$ cat src/rtl/tsca_pkg.sv
package tsca_pkg;

  localparam int COARSE_N_DEF    = 6;
  localparam int FINE_N_DEF      = 16;
  localparam int MSB_BITS_DEF    = 6;
  localparam int REGION_STEP_DEF = 8;
  localparam int WIN_MARGIN_DEF  = 4;

  typedef enum logic [2:0] {
    PH_IDLE   = 3'd0,
    PH_COARSE = 3'd1,
    PH_MSB    = 3'd2,
    PH_LSB    = 3'd3,
    PH_LATCH  = 3'd4
  } tscaPhase_t;

  typedef struct packed {
    logic loadCoarse;
    logic loadMsb;
    logic loadLsb;
  } tscaStrobes_t;

endpackage

$ cat src/rtl/tsca_therm_decode.sv
module tsca_therm_decode #(
  parameter int N  = 16,
  parameter int CW = $clog2(N + 1)
) (
  input  logic [N-1:0]  therm,
  output logic [CW-1:0] count,
  output logic          bubble
);

  logic [N-1:0] run;

  // run[i] is set while every comparator from 0 up to i has tripped
  assign run[0] = therm[0];
  generate
    for (genvar i = 1; i < N; i++) begin : g_run
      assign run[i] = run[i-1] & therm[i];
    end
  endgenerate

  always_comb begin
    count = '0;
    for (int i = 0; i < N; i++) begin
      count = count + CW'(run[i]);
    end
  end

  // any tripped comparator above the first untripped one is a bubble
  assign bubble = |(therm & ~run);

endmodule

$ cat src/rtl/tsca_ctrl.sv
module tsca_ctrl
  import tsca_pkg::*;
(
  input  logic         clk,
  input  logic         rstN,
  input  logic         start,
  input  logic         cmpValid,
  output tscaStrobes_t strb,
  output logic         done
);

  tscaPhase_t phase, phaseNext;

  always_comb begin
    phaseNext = phase;
    unique case (phase)
      PH_IDLE:   if (start)    phaseNext = PH_COARSE;
      PH_COARSE: if (cmpValid) phaseNext = PH_MSB;
      PH_MSB:    if (cmpValid) phaseNext = PH_LSB;
      PH_LSB:    if (cmpValid) phaseNext = PH_LATCH;
      PH_LATCH:                phaseNext = PH_IDLE;
      default:                 phaseNext = PH_IDLE;
    endcase
  end

  always_ff @(posedge clk) begin
    if (!rstN) phase <= PH_IDLE;
    else       phase <= phaseNext;
  end

  always_comb begin
    strb.loadCoarse = (phase == PH_COARSE) && cmpValid;
    strb.loadMsb    = (phase == PH_MSB)    && cmpValid;
    strb.loadLsb    = (phase == PH_LSB)    && cmpValid;
  end

  assign done = (phase == PH_LATCH);

  // the done pulse is a single cycle wide
  a_r3_done_single: assert property (@(posedge clk) disable iff (!rstN)
    done |=> !done);

  // the final sample is followed by done in the next cycle
  a_r3_done_after_lsb: assert property (@(posedge clk) disable iff (!rstN)
    strb.loadLsb |=> done);

  // a start arriving mid-conversion never restarts the coarse phase
  a_r2_busy_start: assert property (@(posedge clk) disable iff (!rstN)
    (strb.loadMsb && start) |=> (phase == PH_LSB));

endmodule

$ cat src/rtl/tsca_datapath.sv
module tsca_datapath
  import tsca_pkg::*;
#(
  parameter int COARSE_N    = COARSE_N_DEF,
  parameter int FINE_N      = FINE_N_DEF,
  parameter int MSB_BITS    = MSB_BITS_DEF,
  parameter int REGION_STEP = REGION_STEP_DEF,
  parameter int WIN_MARGIN  = WIN_MARGIN_DEF,
  localparam int LSB_BITS   = $clog2(FINE_N),
  localparam int CODE_W     = MSB_BITS + LSB_BITS
) (
  input  logic                clk,
  input  logic                rstN,
  input  tscaStrobes_t        strb,
  input  logic [COARSE_N-1:0] coarseTherm,
  input  logic [FINE_N-1:0]   fineTherm,
  output logic [MSB_BITS-1:0] winBase,
  output logic [MSB_BITS-1:0] residueTap,
  output logic [CODE_W-1:0]   code,
  output logic                bubbleErr
);

  localparam int RCW      = $clog2(COARSE_N + 1);
  localparam int FCW      = $clog2(FINE_N + 1);
  localparam int SW       = MSB_BITS + 2;
  localparam int MAX_TAP  = (1 << MSB_BITS) - 1;
  localparam int MAX_BASE = (1 << MSB_BITS) - FINE_N;
  localparam int LSB_MAX  = FINE_N - 1;

  logic [RCW-1:0]      coarseCnt;
  logic                coarseBubble;
  logic [FCW-1:0]      fineCnt;
  logic                fineBubble;
  logic [SW-1:0]       scaled;
  logic [MSB_BITS-1:0] baseNext;
  logic [SW-1:0]       tapSum;
  logic [MSB_BITS-1:0] tapNext;
  logic [LSB_BITS-1:0] lsbNext;

  tsca_therm_decode #(.N(COARSE_N), .CW(RCW)) i_coarseDec (
    .therm  (coarseTherm),
    .count  (coarseCnt),
    .bubble (coarseBubble)
  );

  // one decoder serves both fine flashes, as the comparators are shared
  tsca_therm_decode #(.N(FINE_N), .CW(FCW)) i_fineDec (
    .therm  (fineTherm),
    .count  (fineCnt),
    .bubble (fineBubble)
  );

  // window placement: region scaled to taps, pulled down by the margin
  always_comb begin
    scaled = SW'(coarseCnt) * SW'(REGION_STEP);
    if (coarseCnt == RCW'(COARSE_N))
      baseNext = MSB_BITS'(MAX_BASE);
    else if (scaled < SW'(WIN_MARGIN))
      baseNext = '0;
    else if (scaled - SW'(WIN_MARGIN) > SW'(MAX_BASE))
      baseNext = MSB_BITS'(MAX_BASE);
    else
      baseNext = MSB_BITS'(scaled - SW'(WIN_MARGIN));
  end

  // upper tap below the input: last tripped comparator in the window
  always_comb begin
    tapSum = SW'(winBase) + SW'(fineCnt);
    if (tapSum == '0)
      tapNext = '0;
    else if (tapSum - SW'(1) > SW'(MAX_TAP))
      tapNext = MSB_BITS'(MAX_TAP);
    else
      tapNext = MSB_BITS'(tapSum - SW'(1));
  end

  always_comb begin
    if (fineCnt > FCW'(LSB_MAX)) lsbNext = LSB_BITS'(LSB_MAX);
    else                         lsbNext = LSB_BITS'(fineCnt);
  end

  always_ff @(posedge clk) begin
    if (!rstN) begin
      winBase    <= '0;
      residueTap <= '0;
      code       <= '0;
      bubbleErr  <= 1'b0;
    end else begin
      if (strb.loadCoarse) winBase    <= baseNext;
      if (strb.loadMsb)    residueTap <= tapNext;
      if (strb.loadLsb)    code       <= {residueTap, lsbNext};
      if ((strb.loadCoarse && coarseBubble) ||
          ((strb.loadMsb || strb.loadLsb) && fineBubble))
        bubbleErr <= 1'b1;
    end
  end

  // the window never runs past the top of the ladder
  a_r4_base_bound: assert property (@(posedge clk) disable iff (!rstN)
    winBase <= MSB_BITS'(MAX_BASE));

  // once raised the error flag stays up
  a_r8_sticky: assert property (@(posedge clk) disable iff (!rstN)
    bubbleErr |=> bubbleErr);

  // the code moves only on the final sampling edge
  a_r7_code_hold: assert property (@(posedge clk) disable iff (!rstN)
    !strb.loadLsb |=> $stable(code));

  // the control never asks for two samples at once
  a_r2_one_load: assert property (@(posedge clk) disable iff (!rstN)
    $onehot0({strb.loadCoarse, strb.loadMsb, strb.loadLsb}));

  // the residue tap keeps its value outside the first fine sample
  a_r5_tap_hold: assert property (@(posedge clk) disable iff (!rstN)
    !strb.loadMsb |=> $stable(residueTap));

endmodule

$ cat src/rtl/twostep_code_assembler.sv
module twostep_code_assembler
  import tsca_pkg::*;
#(
  parameter int COARSE_N    = COARSE_N_DEF,
  parameter int FINE_N      = FINE_N_DEF,
  parameter int MSB_BITS    = MSB_BITS_DEF,
  parameter int REGION_STEP = REGION_STEP_DEF,
  parameter int WIN_MARGIN  = WIN_MARGIN_DEF,
  localparam int CODE_W     = MSB_BITS + $clog2(FINE_N)
) (
  input  logic                clk,
  input  logic                rstN,
  input  logic                start,
  input  logic                cmpValid,
  input  logic [COARSE_N-1:0] coarseTherm,
  input  logic [FINE_N-1:0]   fineTherm,
  output logic [MSB_BITS-1:0] winBase,
  output logic [MSB_BITS-1:0] residueTap,
  output logic [CODE_W-1:0]   code,
  output logic                done,
  output logic                bubbleErr
);

  tscaStrobes_t strb;

  tsca_ctrl i_ctrl (
    .clk      (clk),
    .rstN     (rstN),
    .start    (start),
    .cmpValid (cmpValid),
    .strb     (strb),
    .done     (done)
  );

  tsca_datapath #(
    .COARSE_N    (COARSE_N),
    .FINE_N      (FINE_N),
    .MSB_BITS    (MSB_BITS),
    .REGION_STEP (REGION_STEP),
    .WIN_MARGIN  (WIN_MARGIN)
  ) i_datapath (
    .clk         (clk),
    .rstN        (rstN),
    .strb        (strb),
    .coarseTherm (coarseTherm),
    .fineTherm   (fineTherm),
    .winBase     (winBase),
    .residueTap  (residueTap),
    .code        (code),
    .bubbleErr   (bubbleErr)
  );

endmodule

$ cat config.mk
export PLATFORM = sky130hd
export DESIGN_NAME = twostep_code_assembler
export DESIGN_NICKNAME = d
export VERILOG_FILES = /design/src/rtl/tsca_pkg.sv /design/src/rtl/tsca_therm_decode.sv /design/src/rtl/tsca_ctrl.sv /design/src/rtl/tsca_datapath.sv /design/src/rtl/twostep_code_assembler.sv
export SDC_FILE = /design/constraint.sdc
export NUM_CORES = 1
export LEC_CHECK = 0
export CORE_MARGIN = 1.5
export CORE_UTILIZATION = 45
export CTS_CLUSTER_DIAMETER = 120
export DETAILED_ROUTE_END_ITERATION = 8
export GPL_ROUTABILITY_DRIVEN = 0
export PLACE_DENSITY_LB_ADDON = 0.08
export SETUP_SLACK_MARGIN = 0.3
export SYNTH_ARGS = -nofsm -noshare
export SYNTH_HDL_FRONTEND = slang
export SYNTH_SLANG_ARGS = --single-unit
$ cat constraint.sdc
create_clock -name clk -period 6.7 [get_ports clk]
set_input_delay 1.005 -clock clk [delete_from_list [all_inputs] [get_ports clk]]
set_output_delay 1.005 -clock clk [all_outputs]
set_load 0.1 [all_outputs]
==> results.yml, run 1 <==
synth:
  synth-edff-count: 0
  yosys-top-cells-area: "dfxtp_1 (24%), fa_1 (12%), ha_1 (11%), a21boi_1 (4.5%), inv_1 (3.4%)"
  synth_xor_area_frac: 0.04345
  synth_area_leader_cell: "dfxtp_1"
  synth-seq-area-share: 0.2384
  synth_area_um2: 2016
  syn_avg_cell_area_um2: 8.651
  synth-compound-area-share: 0.2210
  yosys_warnings: 0
  syn-instance-count: 233
  synth_top_area_frac: 0.2384
  async_flop_share: 0
  synthAdderAreaFrac: 0.2247
  synth_top_family_by_area: "adder cells"
  muxShareOfSynthArea: 0
  synth-simple-area-share: 0.2148
  synth.distinct_cells: 49
  ys_seq_elements: 24
  synth_flop_cell: "dfxtp_1"
sta:
  setup-violations-final: 0
  finalClockSkew_ps: 1.955
  maxSlewViolCount: 0
  period_needed_ps: 6153
  max_freq_mhz: 162.5
  hold_viol: 0
  post-route-period-util: 0.9183
  slew_headroom: 0.3388
  rsz0062_at_grt: "no"
  tightest_slew_ps: 988.7
worst_setup_path:
  ff2ff_path_depth: 9
  path_max_fanout: 6
  cp-start-kind: "input port"
  worstSetupPathType: "in2reg"
  worstReg2RegStart: "i_datapath.winBase[2]"
  cp-startpoint: "fineTherm[6]"
  critPathRequiredTime_ps: 6900
  arrival_ps: 6350
  critPathCaptureType: "flip-flop"
global_routing:
  grt_pass1_vias: 1745
  grt_util_met2: 0.3090
  grtUsageTotal: 0.1843
  antenna_found_initial: 0
  busiest_layer: "met2"
  overflow: 0
  grt_max_degree: 24
  use_met1: 0.2537
  grt_pass1_wl_um: 7472
  use_met3: 0.02742
drt:
  vias_per_cell: 5.232
  drt_iter0_drc: 77
  vias: 1852
  firstDrtPassIters: 4
  wirelength_um: 4399
  wire_per_inst_um: 12.43
  remaining_drc_errors: 0
  antenna_left: 0
power_and_ir_drop:
  power_frac_clock: 0.241
  p_sw_w: 0.0001418
  p_comb_frac: 0.374
  vdd.ir_drop.worst_v: 0.00007648
  seqPwrFrac: 0.385
  power.share.switching: 0.3515
  p_leak_nw: 1.247
  p_per_area_nw_per_um2: 144.3
  p_int_w: 0.0002616
  power_w: 0.0004033
worst_hold_path:
  hp-start: "i_datapath.code[8]"
  hold_path_depth: 2
  min_path_type: "reg2reg"
place:
  dp_hpwl_um: 3601
  portBuffers: 47
clock_network:
  path_clk_slew_ps: 80
  tritoncts: "done"
  cts_max_path_buffers: 2
  htree_levels: 1
  clk_latency_ps: 270
  clock-sinks: 24
  cts_root_buf: "clkbuf_8"
  cts_inserted_buffers: 3
floorplanning:
  core-area_um2: 4324
  boundaryPins: 50
  design.die.area_um2: 4890
  start_util: 0.4661
  die_h_um: 69.93
  fp-row-count: 24
  dieWidth_um: 69.93
finish:
  fin_nets: 358
  layout_common_cells: "clkdlybuf4s50_1 (36), buf_4 (25), dfxtp_1 (24)"
  mostFrequentLayoutCell: "clkdlybuf4s50_1"
  utilization: 0.6464
  area_growth_pct: 38.67
  drive_above_1_share: 0.1656
  n_antenna_cell: 0
status:
  status: "finished clean"
flow_run:
  cap_violations: 0
## stage by stage
| stage | std cells | hold slack [ps] | setup slack [ps] | cell area (um^2) | TNS [ps] |
|---|---|---|---|---|---|
| 2_1_floorplan | 234 | 548.9 | 364.4 | 2022 | 0 |
| 3_3_place_gp | 349 | 441.5 | -164.1 | 2696 | -956.6 |
| 3_5_place_dp | 349 | 446.9 | -269.9 | 2696 | -1465 |
| 4_1_cts | 354 | 458.7 | 416.5 | 2786 | 0 |
| 5_1_grt | 354 | 481.8 | 302.8 | 2795 | 0 |
| 6_report | 354 | 453.6 | 547.4 | 2795 | 0 |
## critical path: stages
cell	delay [ps]
dlygate4sd2_1	210
nand4_1	100
or3_4	360
inv_2	70
and3_4	180
and2_4	140
fa_1	430
fa_1	470
fa_1	540
fa_1	430
ha_2	210
fa_2	360
xor2_2	180
ha_2	210
inv_1	50
fa_2	540
nor2b_4	180
a31oi_4	100
a221oi_2	200
buf_4	200
o21ai_2	70
a21boi_1	150
## state kept, by name, indices dropped and copies added (netlist names)
name                   flops
i_ctrl.phase               3
i_datapath.bubbleErr       1
i_datapath.code           10
i_datapath.residueTap      6
i_datapath.winBase         4
## power by group through the flow
stage          clock network (W)  logic (W)  registers (W)
2_1_floorplan                  0  0.0000694       0.000184
3_3_place_gp                   0   0.000145       0.000158
3_5_place_dp                   0   0.000146       0.000158
4_1_cts                0.0000992   0.000147       0.000155
5_1_grt                 0.000104   0.000164       0.000156
6_report               0.0000971   0.000151       0.000155
## synthesized netlist by cell type (all sizes together) (2+ instances only)
cell	instances
o221a	4
nand2	19
xnor2	5
nor3	3
nor2	11
nand2b	6
and4	2
nor3b	2
inv	19
a21oi	8
a311oi	2
buf	5
nor2b	6
a21o	3
or2	3
xor2	5
a31oi	2
ha	17
nand3	4
a221oi	2
and2	8
clkbuf	3
dfxtp	24
fa	12
nand4	3
and3	7
a21boi	12
o21a	2
o21ai	18
or3	2
a211oi	3
## worst paths after layout
path	endpoint	slack (ps)
max	i_datapath.residueTap[2]	550
min reg2reg	i_datapath.code[8]	450
min	i_datapath.code[8]	450
max reg2reg	i_datapath.residueTap[2]	4520
## per-layer routing
metal	routed length (um)	vias up
met3	133	5
met2	2042	36
met4	34	0
met5	0	-
met1	2189	860
li1	-	951
## cell type report
type                    instances  area (um^2)
clock buffers                   4        55.05
repair buffers                 72        633.1
fillers                       401         1529
inverters                      19        71.32
multi-input cells             183         1490
well taps                      52        65.06
flip-flops and latches         24        480.5
## cells by family after synthesis
family | Yosys count
simple gates | 80
fa+ha+maj | 29
compound gates | 62
other cells | 1
xor+xnor | 10
flops | 24
buf+inv | 27
## timing repair
item,4_1_cts,5_1_grt
buffers inserted,1,0
hold buffers,0,0
resized for setup,21,15
pin swaps,12,15
endpoints found under the setup margin,6,6
Note: power is estimated with default switching activity, not from simulation.
==> run 2, diff against run 1 <==
- CORE_ASPECT_RATIO: unset -> 1.25
==> results.yml, run 2 (synthesis results as in run 1) <==
status:
  status: "finished clean"
finish:
  mostFrequentLayoutCell: "clkdlybuf4s50_1"
  finalInstanceArea_um2: 2795
  fin_nets: 358
  layout_common_cells: "clkdlybuf4s50_1 (36), buf_4 (25), dfxtp_1 (24)"
  regMostFlops: "i_datapath.code"
  top_regs: "i_datapath.code: 10 flops, i_datapath.residueTap: 6 flops, i_datapath.winBase: 4 flops"
  drive_above_1_share: 0.1424
  multi_input_area_um2: 1471
  final.fill_count: 395
  largest_register_ffs: 10
  regArea_um2: 480.5
  area_growth_pct: 38.67
  n_antenna_cell: 0
floorplanning:
  boundaryPins: 50
  core-area_um2: 4358
  design.die.area_um2: 4892
  dieWidth_um: 62.86
  fp-row-count: 27
  die_h_um: 77.83
  start_util: 0.4625
global_routing:
  grt_max_degree: 24
  grtUsageTotal: 0.1878
  overflow: 0
  grt_pass1_vias: 1857
  antenna_found_initial: 0
  grt_pass1_wl_um: 7514
clock_network:
  clock-sinks: 24
  cts_max_path_buffers: 2
  cts_root_buf: "clkbuf_8"
  hold_buffers: 0
  tritoncts: "done"
  htree_levels: 1
  path_clk_slew_ps: 80
  cts_inserted_buffers: 3
  clk_latency_ps: 270
sta:
  hold_viol: 0
  max_freq_mhz: 163.2
  rsz0062_at_grt: "no"
  setup-violations-final: 0
  post-route-period-util: 0.9143
  tightest_slew_ps: 981.5
  period_needed_ps: 6126
  maxSlewViolCount: 0
  slew_headroom: 0.3436
  finalClockSkew_ps: 3.043
worst_setup_path:
  cp.depth: 22
  critPathCaptureType: "flip-flop"
  path_max_fanout: 6
  arrival_ps: 6330
  ff2ff_path_depth: 9
  setup.worst_path.end: "i_datapath.residueTap[3]"
  path_delay_family: "adder cells"
  cpMostUsedCell: "fa_1"
  slowest_stage: "fa_1"
  critPathRequiredTime_ps: 6900
  rrSetupSlack_ps: 4640
  cp-startpoint: "fineTherm[2]"
  cp_cell_sequence: "dlygate4sd2_1 -> nand4_1 -> or3_4 -> inv_2 -> and3_4 -> and2_4 -> fa_1 -> fa_1 -> fa_1 -> fa_1 -> ha_2 -> fa_2 -> xor2_2 -> ha_2 -> inv_1 -> fa_2 -> nor2b_4 -> a31oi_1 -> a221oi_2 -> buf_4 -> o21ai_1 -> a21boi_1"
  cpPeakStageDelay_ps: 540
  cp-start-kind: "input port"
  path_buf_inv: 4
  regToRegEndpoint: "i_datapath.residueTap[3]"
  worstSetupPathType: "in2reg"
  worstReg2RegStart: "i_datapath.winBase[2]"
power_and_ir_drop:
  power_w: 0.0003969
  p_leak_nw: 1.257
  vdd.ir_drop.worst_v: 0.00007422
  p_per_area_nw_per_um2: 142.0
drt:
  drt_iter0_drc: 49
  remaining_drc_errors: 0
  vias: 1832
  antenna_left: 0
  wire_per_inst_um: 11.63
  vias_per_cell: 5.089
  firstDrtPassIters: 4
  wirelength_um: 4187
flow_run:
  cap_violations: 0
place:
  dp_hpwl_um: 3522
  portBuffers: 47
  post_dp_cell_area_um2: 2681
worst_hold_path:
  min_path_type: "reg2reg"
## run 2: cell types whose count changed in the layout (fill, tap and decap cells not counted), sizes merged
cell / before / now
dlygate4sd2: 4 / 11
clkbuf: 8 / 4
clkdlybuf4s15: 3 / 0
## run 2: report_power, final
part           internal [W]  leakage (nW)  switching (W)
logic             0.0000591          1.03      0.0000841
clock network     0.0000525        0.0288      0.0000463
registers          0.000148         0.194     0.00000711
## run 2: layer usage
metal / up-vias / GRT usage / part of all wire
met3: 5 / 0.01594 / 0.024
met5: - / 0 / 0
met2: 40 / 0.3904 / 0.56
met4: 0 / 0.06000 / 0.016
li1: 953 / - / -
met1: 834 / 0.1898 / 0.40
## run 2: metrics by stage
step	hold slack (ps)	setup slack, ps	instances	TNS [ps]	utilization
CTS	458.0	439.1	360	0	0.6414
detailed placement	446.3	-233.5	352	-1235	0.6153
finish	453.6	574.2	360	0	0.6414
global placement	441.0	-101.7	352	-585.7	0.6153
floorplan	548.9	364.4	234	0	-
global route	483.6	321.2	360	0	0.6414
## run 2: worst min-delay path by stage
stage	startpoint	to	cells after the start
5_1_grt	i_datapath.code[7]	i_datapath.code[7]	2
2_1_floorplan	i_ctrl.phase[2]	i_ctrl.phase[0]	2
3_5_place_dp	i_datapath.code[6]	i_datapath.code[6]	2
3_3_place_gp	i_datapath.code[6]	i_datapath.code[6]	2
4_1_cts	i_datapath.code[6]	i_datapath.code[6]	2
6_report	i_datapath.code[6]	i_datapath.code[6]	2
## run 2: final cells by class
class	instances	area share
clock buffers	4	0.01970
inverters	19	0.02551
multi-input cells	183	0.5264
flip-flops and latches	24	0.1719
well taps	58	0.02596
repair buffers	72	0.2305
## run 2: timing repair
| action | CTS | global route |
|---|---|---|
| endpoints found under the hold margin | 0 | 0 |
| setup buffers | 4 | 0 |
| setup endpoints to repair | 6 | 6 |
| pin swaps | 14 | 8 |
| gates resized for setup | 21 | 0 |
## run 2: worst reg2reg max path, cell delays in order, from the launching register on
cell      delay [ps]
dfxtp_1          390
ha_2             190
inv_1             50
fa_2             540
nor2b_4          160
a31oi_1          100
a221oi_2         180
buf_4            180
o21ai_1           70
a21boi_1         140
